--- src/rtl/pgwalk_pkg.sv ---
package pgwalk_pkg;

  typedef enum logic [2:0] {
    PW_IDLE  = 3'd0,
    PW_REQ   = 3'd1,
    PW_WAIT  = 3'd2,
    PW_DONE  = 3'd3,
    PW_FAULT = 3'd4
  } pw_state_e;

  // entry field positions
  localparam int unsigned PTE_BIT_V   = 0;
  localparam int unsigned PTE_BIT_R   = 1;
  localparam int unsigned PTE_BIT_W   = 2;
  localparam int unsigned PTE_BIT_S   = 3;
  localparam int unsigned PTE_PPN_LSB = 12;

  typedef struct packed {
    logic rd;
    logic wr;
    logic sup;
  } pw_perm_t;

endpackage

--- src/rtl/pgwalk_rst_sync.sv ---
module pgwalk_rst_sync #(
  parameter int unsigned STAGES = 2
) (
  input  logic clk,
  input  logic rst_n,
  output logic rst_n_sync
);

  logic [STAGES-1:0] sync_q;

  always_ff @(posedge clk or negedge rst_n) begin
    if (!rst_n) begin
      sync_q <= '0;
    end else begin
      sync_q <= {sync_q[STAGES-2:0], 1'b1};
    end
  end

  assign rst_n_sync = sync_q[STAGES-1];

endmodule

--- src/rtl/pgwalk_addr.sv ---
module pgwalk_addr #(
  parameter int unsigned VPN_W     = 20,
  parameter int unsigned PA_W      = 32,
  parameter int unsigned PTE_BYTES = 4
) (
  input  logic             clk,
  input  logic             rst_n,
  input  logic             load,
  input  logic [VPN_W-1:0] vpn_in,
  input  logic [PA_W-1:0]  base_in,
  output logic [VPN_W-1:0] vpn_q,
  output logic [PA_W-1:0]  addr_q
);

  localparam int unsigned IDX_SH = $clog2(PTE_BYTES);
  localparam int unsigned SC_W   = VPN_W + IDX_SH;

  logic [SC_W-1:0] scaled;
  logic [PA_W-1:0] offset;
  logic [PA_W-1:0] addr_d;

  assign scaled = {vpn_in, {IDX_SH{1'b0}}};

  generate
    if (PA_W > SC_W) begin : g_ext
      assign offset = {{(PA_W-SC_W){1'b0}}, scaled};
    end else if (PA_W == SC_W) begin : g_eq
      assign offset = scaled;
    end else begin : g_trunc
      assign offset = scaled[PA_W-1:0];
    end
  endgenerate

  assign addr_d = base_in + offset;

  always_ff @(posedge clk or negedge rst_n) begin
    if (!rst_n) begin
      vpn_q  <= '0;
      addr_q <= '0;
    end else if (load) begin
      vpn_q  <= vpn_in;
      addr_q <= addr_d;
    end
  end

endmodule

--- src/rtl/pgwalk_fsm.sv ---
module pgwalk_fsm
  import pgwalk_pkg::*;
(
  input  logic clk,
  input  logic rst_n,
  input  logic miss_valid,
  input  logic req_ready,
  input  logic rsp_valid,
  input  logic rsp_entry_v,
  output logic load,
  output logic capture,
  output logic req_valid,
  output logic fill_pulse,
  output logic fault_pulse,
  output logic busy
);

  pw_state_e state_q;
  pw_state_e state_d;

  always_comb begin
    state_d = state_q;
    unique case (state_q)
      PW_IDLE:  if (miss_valid)  state_d = PW_REQ;
      PW_REQ:   if (req_ready)   state_d = PW_WAIT;
      PW_WAIT:  if (rsp_valid)   state_d = rsp_entry_v ? PW_DONE : PW_FAULT;
      PW_DONE:                   state_d = PW_IDLE;
      PW_FAULT:                  state_d = PW_IDLE;
      default:                   state_d = PW_IDLE;
    endcase
  end

  always_ff @(posedge clk or negedge rst_n) begin
    if (!rst_n) begin
      state_q <= PW_IDLE;
    end else begin
      state_q <= state_d;
    end
  end

  assign load        = (state_q == PW_IDLE) && miss_valid;
  assign capture     = (state_q == PW_WAIT) && rsp_valid;
  assign req_valid   = (state_q == PW_REQ);
  assign fill_pulse  = (state_q == PW_DONE);
  assign fault_pulse = (state_q == PW_FAULT);
  assign busy        = (state_q != PW_IDLE);

endmodule

--- src/rtl/pgwalk_decode.sv ---
module pgwalk_decode
  import pgwalk_pkg::*;
#(
  parameter int unsigned PTE_W = 32
) (
  input  logic                 clk,
  input  logic                 rst_n,
  input  logic                 capture,
  input  logic [PTE_W-1:0]     entry,
  output logic [PTE_W-13:0]    ppn_q,
  output pw_perm_t             perm_q
);

  localparam int unsigned PPN_W = PTE_W - PTE_PPN_LSB;

  logic [PPN_W-1:0] ppn_d;
  pw_perm_t         perm_d;
  logic             pte_unused;

  assign ppn_d      = entry[PTE_W-1:PTE_PPN_LSB];
  assign perm_d.rd  = entry[PTE_BIT_R];
  assign perm_d.wr  = entry[PTE_BIT_W];
  assign perm_d.sup = entry[PTE_BIT_S];
  assign pte_unused = ^{entry[PTE_PPN_LSB-1:PTE_BIT_S+1], entry[PTE_BIT_V]};

  always_ff @(posedge clk or negedge rst_n) begin
    if (!rst_n) begin
      ppn_q  <= '0;
      perm_q <= '0;
    end else if (capture) begin
      ppn_q  <= ppn_d;
      perm_q <= perm_d;
    end
  end

endmodule

--- src/rtl/pgwalk_top.sv ---
module pgwalk_top
  import pgwalk_pkg::*;
#(
  parameter int unsigned VPN_W = 20,
  parameter int unsigned PA_W  = 32,
  parameter int unsigned PTE_W = 32
) (
  input  logic              clk,
  input  logic              rst_n,
  input  logic              miss_valid,
  input  logic [VPN_W-1:0]  miss_vpn,
  input  logic [PA_W-1:0]   table_base,
  output logic              busy,
  output logic              mem_req_valid,
  input  logic              mem_req_ready,
  output logic [PA_W-1:0]   mem_req_addr,
  input  logic              mem_rsp_valid,
  input  logic [PTE_W-1:0]  mem_rsp_data,
  output logic              fill_valid,
  output logic [VPN_W-1:0]  fill_vpn,
  output logic [PTE_W-13:0] fill_ppn,
  output logic              fill_rd,
  output logic              fill_wr,
  output logic              fill_sup,
  output logic              fault_valid,
  output logic [VPN_W-1:0]  fault_vpn
);

  localparam int unsigned PTE_BYTES = PTE_W / 8;

  logic             core_rst_n;
  logic             load;
  logic             capture;
  logic             fsm_busy;
  logic             accept;
  logic [VPN_W-1:0] vpn_q;
  pw_perm_t         perm_q;

  pgwalk_rst_sync #(.STAGES(2)) u_rst (
    .clk        (clk),
    .rst_n      (rst_n),
    .rst_n_sync (core_rst_n)
  );

  // no miss is taken while the core is still held in reset
  assign accept = miss_valid && core_rst_n;
  assign busy   = fsm_busy || !core_rst_n;

  pgwalk_fsm u_fsm (
    .clk         (clk),
    .rst_n       (core_rst_n),
    .miss_valid  (accept),
    .req_ready   (mem_req_ready),
    .rsp_valid   (mem_rsp_valid),
    .rsp_entry_v (mem_rsp_data[PTE_BIT_V]),
    .load        (load),
    .capture     (capture),
    .req_valid   (mem_req_valid),
    .fill_pulse  (fill_valid),
    .fault_pulse (fault_valid),
    .busy        (fsm_busy)
  );

  pgwalk_addr #(
    .VPN_W     (VPN_W),
    .PA_W      (PA_W),
    .PTE_BYTES (PTE_BYTES)
  ) u_addr (
    .clk     (clk),
    .rst_n   (core_rst_n),
    .load    (load),
    .vpn_in  (miss_vpn),
    .base_in (table_base),
    .vpn_q   (vpn_q),
    .addr_q  (mem_req_addr)
  );

  pgwalk_decode #(.PTE_W(PTE_W)) u_dec (
    .clk     (clk),
    .rst_n   (core_rst_n),
    .capture (capture),
    .entry   (mem_rsp_data),
    .ppn_q   (fill_ppn),
    .perm_q  (perm_q)
  );

  assign fill_vpn  = vpn_q;
  assign fault_vpn = vpn_q;
  assign fill_rd   = perm_q.rd;
  assign fill_wr   = perm_q.wr;
  assign fill_sup  = perm_q.sup;

endmodule

--- config.mk ---
export PLATFORM = sky130hd
export DESIGN_NAME = pgwalk_top
export DESIGN_NICKNAME = d
export VERILOG_FILES = /design/src/rtl/pgwalk_pkg.sv /design/src/rtl/pgwalk_rst_sync.sv /design/src/rtl/pgwalk_addr.sv /design/src/rtl/pgwalk_fsm.sv /design/src/rtl/pgwalk_decode.sv /design/src/rtl/pgwalk_top.sv
export SDC_FILE = /design/constraint.sdc
export NUM_CORES = 1
export LEC_CHECK = 0
export BUFFER_PORTS_ARGS = -buffer_cell sky130_fd_sc_hd__buf_4
export CORE_MARGIN = 2
export CORE_UTILIZATION = 44
export DETAILED_ROUTE_END_ITERATION = 10
export PLACE_DENSITY = 0.77
export SYNTH_ARGS = -nofsm -noshare
export SYNTH_HDL_FRONTEND = slang
export SYNTH_SLANG_ARGS = --single-unit
--- constraint.sdc ---
create_clock -name clk -period 2.3 [get_ports clk]
set_input_delay 0.23 -clock clk [delete_from_list [all_inputs] [get_ports clk]]
set_output_delay 0.23 -clock clk [all_outputs]
set_load 0.02 [all_outputs]
==> metrics.yaml <==
run_status:
  result_of_the_run: "finished, final reports clean"
flow_run:
  max-cap-violations: 0
clock_network:
  clock_tree_from_tritoncts: "yes"
  cts_htree_levels: 3
  clock_tree.buffer_depth: 2
  cts_setup_buffers: 0
  cts_root_cell: "sky130_fd_sc_hd__clkbuf_8"
  path_clk_slew_ns: 0.08
  clock_sinks: 80
  clk_latency_ns: 0.36
  cts_hold_buf: 1
  cts_made_buffers: 9
  ctsResizeCount: 0
sta:
  finalHoldViolCount: 0
  timing_worst_slew_pin_value_ns: 0.998
  max_slew_violation_count: 0
  fin_tns_setup_ns: 0
  clock_skew_ns: 0.0127
  min_period_over_period: 0.924
  final-setup-viol-count: 0
  fmaxAchievable_ghz: 0.470
  min_period_ns: 2.13
  unrepaired_setup_endpoints_after_global_routing: "no"
  worst_rel_slew_slack: 0.335
floorplanning:
  die_height_um: 105
  die_w_um: 105
  floorplan.core_area_um2: 9860
  fp-row-count: 36
  initial_core_util: 0.456
  die_area_um2: 11100
  ios: 188
critical_path:
  worst-endpoint-arrival_ns: 2.40
  crit_fanout: 2
  worstSetupPathType: "in -> reg"
  crit_path_top_delay_cell: "sky130_fd_sc_hd__a221oi_1"
  worst_setup_slack_for_register_to_register_paths_ns: 0.41
  max_stage_delay_ns: 0.44
  critical_path.startpoint_type: "input pin"
  data_required_critical_path_ns: 2.57
  endpoint_kind: "flop"
  cp_cell_sequence: "buf_4, ha_1, inv_1, fa_1, nor2b_1, o2111ai_1, buf_4, nand3_1, a221oi_1, o21ai_0, xnor2_1, o21ai_0"
power_and_ir_drop:
  power.static_leakage_uw: 0.00312
  total_design_power_uw: 7250
  vdd_ir_drop_max_v: 0.000558
  power.density_cell_area_nw_per_um2: 1180
global_routing:
  track_usage: 0.211
  grt_first_pass_wirelength_um: 18800
  maximum_number_of_pins_on_one_net_before_global_route_repair: 79
  antenna_violations_before_repair: 0
  grt_pass1_vias: 3890
  global_route.overflow_total: 0
synth:
  syn-cell-area_um2: 4500
  number_of_flip_flops_and_latches_in_the_synthesized_netlist: 80
  postSynthNetCount: 587
  post_synthesis_mean_instance_area_um2: 9.44
  dominantRegCellSynth: "sky130_fd_sc_hd__dfrtp_1"
  ys_async_sr_fraction: 1.00
  netlist-cell-type-count: 58
  synth.yosys.seq_area_share: 0.445
  ys_warn_count: 0
  synth_edf_count: 0
  post_synth_inst_count: 477
route:
  antenna_nets_post_route: 0
  detail_route.drc_violations: 0
  avgRoutedWirePerCell_um: 14.6
  detail_route.iter0.violations: 197
  detailroute.via_count: 4027
  post_dr_vias_cell: 5.07
  drt_first_pass_iters: 4
  wl_um: 11600
finish:
  fill_cells: 825
  flow.area_growth_from_synthesis_pct: 36.6
  fin_nets: 766
  n_antenna_cell: 0
  drive_gt1_frac: 0.398
place:
  routabilityCongestion: 0.898
  port-buffer-count: 179
  dpl.hpwl_um: 9040
hold_path:
  min-delay-path-class: "in -> reg"
[kinds of logic (layout without fill, tap and decap cells)]
| family | count (synthesis) | after routing | share of synthesized area |
|---|---|---|---|
| AND/OR/NAND/NOR | 186 | 186 | 0.185 |
| AO/OA/AOI/OAI | 89 | 89 | 0.128 |
| flip-flops | 80 | 80 | 0.445 |
| buffers and inverters | 51 | 235 | 0.0701 |
| multiplexers | 30 | 30 | 0.0737 |
| adder cells (fa/ha/maj) | 21 | 21 | 0.0601 |
| XOR/XNOR | 19 | 19 | 0.0370 |
| other | 1 | 1 | 0.000833 |
[report_power, final]
group	total, uW	switching [uW]	internal, uW
combinational	3830	2120	1720
clock	944	524	420
sequential	2480	410	2070
[worst max-delay path, delay by kind of cell]
kind	cells	cell delay [ns]
AOI/OAI and AO/OA	4	1.09
and+or+nand+nor	2	0.14
xor gates and xnor gates	1	0.16
adders and majority gates	2	0.41
buffers and inverters	3	0.36
[cell usage after synthesis (2+ instances only)]
cell                          n  share of area
sky130_fd_sc_hd__o2111ai_1    2         0.0039
sky130_fd_sc_hd__clkbuf_1     9         0.0075
sky130_fd_sc_hd__and2_1       3         0.0042
sky130_fd_sc_hd__a31o_2       2         0.0039
sky130_fd_sc_hd__mux2i_1      5          0.011
sky130_fd_sc_hd__a21o_1       5         0.0083
sky130_fd_sc_hd__o21ai_1      2         0.0022
sky130_fd_sc_hd__o21bai_1     2         0.0033
sky130_fd_sc_hd__mux2_2      23          0.058
sky130_fd_sc_hd__nand4_1      5         0.0070
sky130_fd_sc_hd__or3_1        2         0.0028
sky130_fd_sc_hd__buf_4       21          0.035
sky130_fd_sc_hd__a221oi_1     2         0.0039
sky130_fd_sc_hd__inv_1        9         0.0075
sky130_fd_sc_hd__o31ai_1      2         0.0033
sky130_fd_sc_hd__xnor2_1     10          0.019
sky130_fd_sc_hd__nand2b_1     2         0.0028
sky130_fd_sc_hd__o21ai_0     34          0.038
sky130_fd_sc_hd__ha_1        20          0.056
sky130_fd_sc_hd__and3_4       2         0.0050
sky130_fd_sc_hd__nor3_1       6         0.0067
sky130_fd_sc_hd__mux2_1       2         0.0050
sky130_fd_sc_hd__a211oi_1     3         0.0050
sky130_fd_sc_hd__nor2b_1      4         0.0056
sky130_fd_sc_hd__xor2_1       9          0.018
sky130_fd_sc_hd__nand2_1    113          0.094
sky130_fd_sc_hd__buf_6        4          0.010
sky130_fd_sc_hd__and3_1       8          0.011
sky130_fd_sc_hd__a21oi_1     19          0.021
sky130_fd_sc_hd__nand3_1     16          0.018
sky130_fd_sc_hd__buf_2        5         0.0056
sky130_fd_sc_hd__nor3b_1      2         0.0033
sky130_fd_sc_hd__nand3b_1     2         0.0033
sky130_fd_sc_hd__nor2_1      16          0.013
sky130_fd_sc_hd__a31oi_1      4         0.0056
sky130_fd_sc_hd__dfrtp_1     80           0.44
[per-layer routing]
layer,vias up,routed length [um],part of all wire,track usage
met5,-,0,0,0
met2,156,5750,0.50,0.368
li1,1971,-,-,-
met1,1888,4930,0.43,0.262
met4,0,133,0.011,0.0524
met3,12,782,0.067,0.0499
[state kept, by name, indices dropped and copies added (netlist names)]
signal / flops
u_addr.addr_q: 32
u_addr.vpn_q: 20
u_dec.perm_q: 3
u_dec.ppn_q: 20
u_fsm.state_q: 3
u_rst.sync_q: 2
[through the flow]
stage	hold WS, ns	setup slack [ns]	std cells	instance area [um2]	utilization
4_1_cts	0.0538	0.194	794	6150	0.623
3_3_place_gp	0.0125	-0.0884	777	5960	0.605
5_1_grt	0.0653	0.00579	794	6150	0.623
3_5_place_dp	0.0128	-0.163	777	5960	0.605
2_1_floorplan	-0.0656	0.0412	477	4500	-
6_report	0.0680	0.174	794	6150	0.623
[final cells by class]
type | count | area [um2] | share of cell area
multi-input combinational | 346 | 2190 | 0.356
sequential | 80 | 2010 | 0.326
timing repair buffer | 210 | 1580 | 0.257
tap | 133 | 166 | 0.0271
clock buffer | 11 | 141 | 0.0230
inverter | 9 | 33.8 | 0.00550
clock inverter | 5 | 32.5 | 0.00529
[final timing paths]
check | endpoint | cells past startpoint | startpoint
max | u_addr.addr_q[20] | 12 | miss_vpn[0]
min | u_addr.addr_q[1] | 3 | table_base[1]
max reg2reg | u_addr.addr_q[11] | 5 | u_fsm.state_q[1]
min reg2reg | u_rst.sync_q[1] | 0 | u_rst.sync_q[0]
max in group asynchronous | u_addr.vpn_q[13] | 1 | u_rst.sync_q[1]
min in group asynchronous | u_rst.sync_q[1] | 2 | rst_n
[placed cells by master, fill, tap and decap left out, drive strengths merged, types with 11 or more instances in the layout]
cell / count
nand3: 16
dfrtp: 80
mux2: 25
nand2: 114
a21oi: 19
clkbuf: 11
nor2: 16
buf: 209
ha: 20
o21ai: 37
No activity file was read; power rests on OpenSTA's default activity.
